<file path="src/rtl/pert_pkg.sv">
package pert_pkg;
  typedef struct packed {
    logic load;
    logic advance;
  } pertCtrl_t;
endpackage

</file>
<file path="src/rtl/pert_ctrl.sv">
module pert_ctrl
  import pert_pkg::*;
(
  input  logic      seedLoad,
  input  logic      stepStrobe,
  output pertCtrl_t ctrl
);
  always_comb begin
    ctrl.load    = seedLoad;
    ctrl.advance = stepStrobe & ~seedLoad;
  end
endmodule

</file>
<file path="src/rtl/pert_lfsr.sv">
module pert_lfsr
  import pert_pkg::*;
#(
  parameter int           W       = 16,
  parameter logic [W-1:0] TAPS    = 16'hB400,
  parameter logic [W-1:0] DEFSEED = 16'hACE1,
  parameter int           ADVANCE = 6
) (
  input  logic         clk,
  input  logic         rstN,
  input  pertCtrl_t    ctrl,
  input  logic [W-1:0] seed,
  output logic [W-1:0] state
);
  logic [W-1:0] nextState;
  logic [W-1:0] seedEff;

  function automatic logic [W-1:0] multiShift(input logic [W-1:0] s);
    logic [W-1:0] t;
    t = s;
    for (int i = 0; i < ADVANCE; i++) begin
      if (t[0]) t = (t >> 1) ^ TAPS;
      else      t = t >> 1;
    end
    return t;
  endfunction

  always_comb begin
    seedEff   = (seed == '0) ? DEFSEED : seed;
    nextState = multiShift(state);
  end

  always_ff @(posedge clk) begin
    if (!rstN)            state <= DEFSEED;
    else if (ctrl.load)   state <= seedEff;
    else if (ctrl.advance) state <= nextState;
  end
endmodule

</file>
<file path="src/rtl/pert_xor_grid.sv">
module pert_xor_grid #(
  parameter int ROWS = 6,
  parameter int COLS = 7
) (
  input  logic [ROWS-1:0]      rowBits,
  input  logic [COLS-1:0]      colBits,
  output logic [ROWS*COLS-1:0] cellBits
);
  for (genvar r = 0; r < ROWS; r++) begin : gRow
    for (genvar c = 0; c < COLS; c++) begin : gCol
      assign cellBits[r*COLS+c] = rowBits[r] ^ colBits[c];
    end
  end
endmodule

</file>
<file path="src/rtl/pert_xor_array.sv">
module pert_xor_array
  import pert_pkg::*;
#(
  parameter int ROWS  = 6,
  parameter int COLS  = 7,
  parameter int ROW_W = 16,
  parameter int COL_W = 15,
  parameter logic [ROW_W-1:0] ROW_TAPS = 16'hB400,
  parameter logic [COL_W-1:0] COL_TAPS = 15'h6000,
  parameter logic [ROW_W-1:0] ROW_DEF  = 16'hACE1,
  parameter logic [COL_W-1:0] COL_DEF  = 15'h1234
) (
  input  logic                  clk,
  input  logic                  rstN,
  input  logic                  seedLoad,
  input  logic [ROW_W-1:0]      rowSeed,
  input  logic [COL_W-1:0]      colSeed,
  input  logic                  stepStrobe,
  output logic [ROWS*COLS-1:0]  pertBits
);
  localparam int CELLS = ROWS * COLS;

  pertCtrl_t        ctrl;
  logic [ROW_W-1:0] rowState;
  logic [COL_W-1:0] colState;
  logic [CELLS-1:0] cellBits;

  pert_ctrl uCtrl (.seedLoad(seedLoad), .stepStrobe(stepStrobe), .ctrl(ctrl));

  pert_lfsr #(.W(ROW_W), .TAPS(ROW_TAPS), .DEFSEED(ROW_DEF), .ADVANCE(ROWS)) uRowGen (
    .clk(clk), .rstN(rstN), .ctrl(ctrl), .seed(rowSeed), .state(rowState));

  pert_lfsr #(.W(COL_W), .TAPS(COL_TAPS), .DEFSEED(COL_DEF), .ADVANCE(COLS)) uColGen (
    .clk(clk), .rstN(rstN), .ctrl(ctrl), .seed(colSeed), .state(colState));

  pert_xor_grid #(.ROWS(ROWS), .COLS(COLS)) uGrid (
    .rowBits(rowState[ROWS-1:0]), .colBits(colState[COLS-1:0]), .cellBits(cellBits));

  assign pertBits = cellBits;
endmodule

</file>
<file path="config.mk">
export PLATFORM = sky130hd
export DESIGN_NAME = pert_xor_array
export DESIGN_NICKNAME = d
export VERILOG_FILES = /design/src/rtl/pert_pkg.sv /design/src/rtl/pert_ctrl.sv /design/src/rtl/pert_lfsr.sv /design/src/rtl/pert_xor_grid.sv /design/src/rtl/pert_xor_array.sv
export SDC_FILE = /design/constraint.sdc
export NUM_CORES = 1
export LEC_CHECK = 0
export ABC_AREA = 1
export BUFFER_PORTS_ARGS = -buffer_cell sky130_fd_sc_hd__buf_4
export CAP_MARGIN = 20
export CORE_ASPECT_RATIO = 2
export CORE_MARGIN = 2
export CORE_UTILIZATION = 51
export CTS_CLUSTER_DIAMETER = 30
export DETAILED_ROUTE_END_ITERATION = 10
export GPL_TIMING_DRIVEN = 0
export PLACE_DENSITY = 0.8
export SLEW_MARGIN = 20
export SYNTH_ARGS = -nofsm -noshare
export SYNTH_HDL_FRONTEND = slang
export SYNTH_HIERARCHICAL = 1
export SYNTH_SLANG_ARGS = --single-unit
</file>
<file path="constraint.sdc">
create_clock -name clk -period 1.3 [get_ports clk]
set_input_delay 0.065 -clock clk [delete_from_list [all_inputs] [get_ports clk]]
set_output_delay 0.065 -clock clk [all_outputs]
set_load 0.05 [all_outputs]
</file>
==> impl_metrics.env <==
export IMPL_status="finished, final reports clean"
export IMPL_cap_violations=0
export IMPL_root_buffer="clkbuf_8"
export IMPL_cts_hold_buf=0
export IMPL_worstPathRequired_ns=1.24
export IMPL_worst_path_buf_inv=3
export IMPL_yosys_cell_types_count=29
export IMPL_routabilityCongestion=0.888
export IMPL_max_freq_mhz=784
export IMPL_io_pins=77
export IMPL_layoutNonFillerInstCount=559
export IMPL_cp_start_kind="flop"
export IMPL_seq_power_share=0.299
export IMPL_dr_pass1_iters=4
export IMPL_synth_xor_area_frac=0.0583
export IMPL_grt_total_usage=0.307
export IMPL_drt_iter0_drc=94
export IMPL_yosys_area_share_simple=0.429
export IMPL_path_max_fanout=8
export IMPL_max_slew_margin=0.760
export IMPL_core_area_um2=4550
export IMPL_synth_cells=419
export IMPL_crit_chain="buf_6 > inv_4 > nand2_1 > nand2_1 > buf_6"
export IMPL_p_leak_uw=0.00174
export IMPL_dp_cells=550
export IMPL_slowest_delay_ns=0.41
export IMPL_layout_nets=539
export IMPL_row_count=35
export IMPL_layout_area_overhead_vs_synth_pct=36.3
export IMPL_initial_core_util=0.527
export IMPL_die_w_um=52.5
export IMPL_dpl_cell_area_um2=3040
export IMPL_synth_compound_area_frac=0.143
export IMPL_cts_buffer_depth=2
export IMPL_worst_pin_slew_ns=0.357
export IMPL_numCtsBuffers=5
export IMPL_drc=0
export IMPL_hold_viol=0
export IMPL_cts_tree="built"
export IMPL_vias=2937
export IMPL_critPathSlowestCell="dfxtp_2"
export IMPL_cts_sinks=31
export IMPL_clk_pin_slew_worst_paths_ns=0.06
export IMPL_syn_nets=454
export IMPL_path_delay_family="flip-flops"
export IMPL_grt_max_degree=16
export IMPL_overflow=0
export IMPL_hold_path_class="input pin to flop"
export IMPL_muxShareOfSynthArea=0
export IMPL_synth_area_per_cell_um2=5.73
export IMPL_antenna_found_initial=0
export IMPL_power_switching_uw=1660
export IMPL_internal_power_uw=2210
export IMPL_die_area_um2=5310
export IMPL_place_port_buffers=76
export IMPL_ys_seq_area_frac=0.258
export IMPL_routed_via_density=5.25
export IMPL_htreeDepth=2
export IMPL_post_dp_hpwl_um=5940
export IMPL_irDropWorstVdd_v=0.000997
export IMPL_clk_latency_ns=0.29
export IMPL_synth_top_family_by_area="simple AND/OR/NAND/NOR gates"
export IMPL_synth_seq_cells=31
export IMPL_power_share_switching=0.428
export IMPL_diodes=0
export IMPL_post_route_period_util=0.982
export IMPL_power_uw=3870
export IMPL_yosys_area_share_adder=0
export IMPL_fin_crit_ns=1.28
export IMPL_fin_area_um2=3270
export IMPL_setup_viol=0
export IMPL_comb_power_share=0.465
export IMPL_wl_per_cell_um=13.9
export IMPL_cp_data_arrival_time_ns=1.21
export IMPL_path_class="flop to output pin"
export IMPL_grt_pass1_wl_um=12200
export IMPL_drt_total_wl_um=7800
export IMPL_drv_slew=0
export IMPL_skew_ns=0.0115
export IMPL_first_global_vias=2774
export IMPL_yosys_warnings=6
export IMPL_power_density_nw_per_um2=1180
export IMPL_die_height_um=101
export IMPL_p_clk_frac=0.236
export IMPL_ant_nets=0
export IMPL_end_kind="output pin"
export IMPL_synth_area_um2=2400
export IMPL_drive_gt1_frac=0.284
[what timing repair did]
item / in CTS / in global routing
setup endpoints to repair: 42 / 38
pin swaps: 0 / 0
gates resized for setup: 25 / 19
setup buffers: 0 / 3
hold endpoints to repair: 0 / 0
[state kept, by name (all words and copies together), names as in the netlist]
name and flops:
uColGen/state 15, uRowGen/state 16
[routing by layer]
layer	vias to the layer above	routed length [µm]	share of wire	GRT usage
li1	1475	-	-	-
met1	1314	2620	0.34	0.274
met2	113	4310	0.55	0.578
met3	35	387	0.050	0.0608
met4	0	481	0.062	0.201
met5	-	0	0	0
[per-stage QoR]
step           TNS [ns]  worst slack, ns   util  hold WS [ns]
6_report              0           0.0239  0.719        0.0253
5_1_grt        -0.00692         -0.00418  0.719        0.0265
4_1_cts               0          0.00220  0.703        0.0231
3_5_place_dp    -0.0137          -0.0108  0.668         0.323
3_3_place_gp          0         0.000355  0.668         0.320
2_1_floorplan         0            0.231      -         0.183
[worst register-to-register path: cells and delay by family, from the launching register on]
family,cells,cell delay [ns]
xor+xnor,1,0.29
flops,1,0.41
simple gates,4,0.42
[cells by family (layout without fill, tap and decap cells)]
kind of cell	count (synthesis)	count (layout)
DFF	31	31
and+or+nand+nor	263	263
buffers and inverters	51	136
xor gates and xnor gates	16	16
AOI/OAI and AO/OA	58	58
[layout make-up]
type	instances	area (µm²)
plain buffers	14	126
clock inverters	1	30.0
multi-input cells	337	1520
inverters	36	160
fillers	428	1280
repair buffers	79	646
well taps	55	68.8
clock buffers	6	72.6
flip-flops and latches	31	654
[layout by cell type, fill, tap and decap left out, types with 5 or more instances in the layout]
master,n
buf_2,5
nor3_1,6
a21oi_1,23
dfxtp_1,18
clkbuf_8,5
dfxtp_4,7
inv_2,11
dfxtp_2,6
inv_1,18
nand3_1,10
xor2_1,8
nand2_1,194
o21ai_0,14
buf_6,19
buf_4,67
o21ai_1,8
nor2_1,45
xnor2_1,8
[Yosys cell counts, drive strengths merged]
cell type,count,area [µm²]
clkinv,3,15.0
xnor2,8,70.1
a21oi,27,150
o211ai,2,15.0
or2,1,6.26
buf,15,126
nor2,49,194
inv,33,126
o21bai,1,7.51
dfxtp,31,621
nand2,197,749
a2111oi,1,15.0
o221a,1,11.3
nor3,6,30.0
a211oi,1,7.51
nand3,10,50.1
o221ai,1,15.0
a31oi,2,12.5
xor2,8,70.1
o21ai,22,110
[power groups by stage]
stage          registers [µW]  logic (µW)  clock network [µW]
2_1_floorplan            1130        1210                   0
3_3_place_gp             1170        1700                   0
3_5_place_dp             1170        1710                   0
4_1_cts                  1150        1740                 926
5_1_grt                  1170        1920                 963
6_report                 1160        1800                 913
[final timing paths]
path	to	cells past startpoint	from	slack, ns
min reg2reg	uRowGen/state[7]	2	uRowGen/state[7]	0.47
min	uRowGen/state[1]	3	rowSeed[1]	0.03
max reg2reg	uRowGen/state[11]	5	uRowGen/state[1]	0.07
max	pertBits[33]	5	uRowGen/state[4]	0.02
Note: power is estimated with default switching activity, not from simulation.
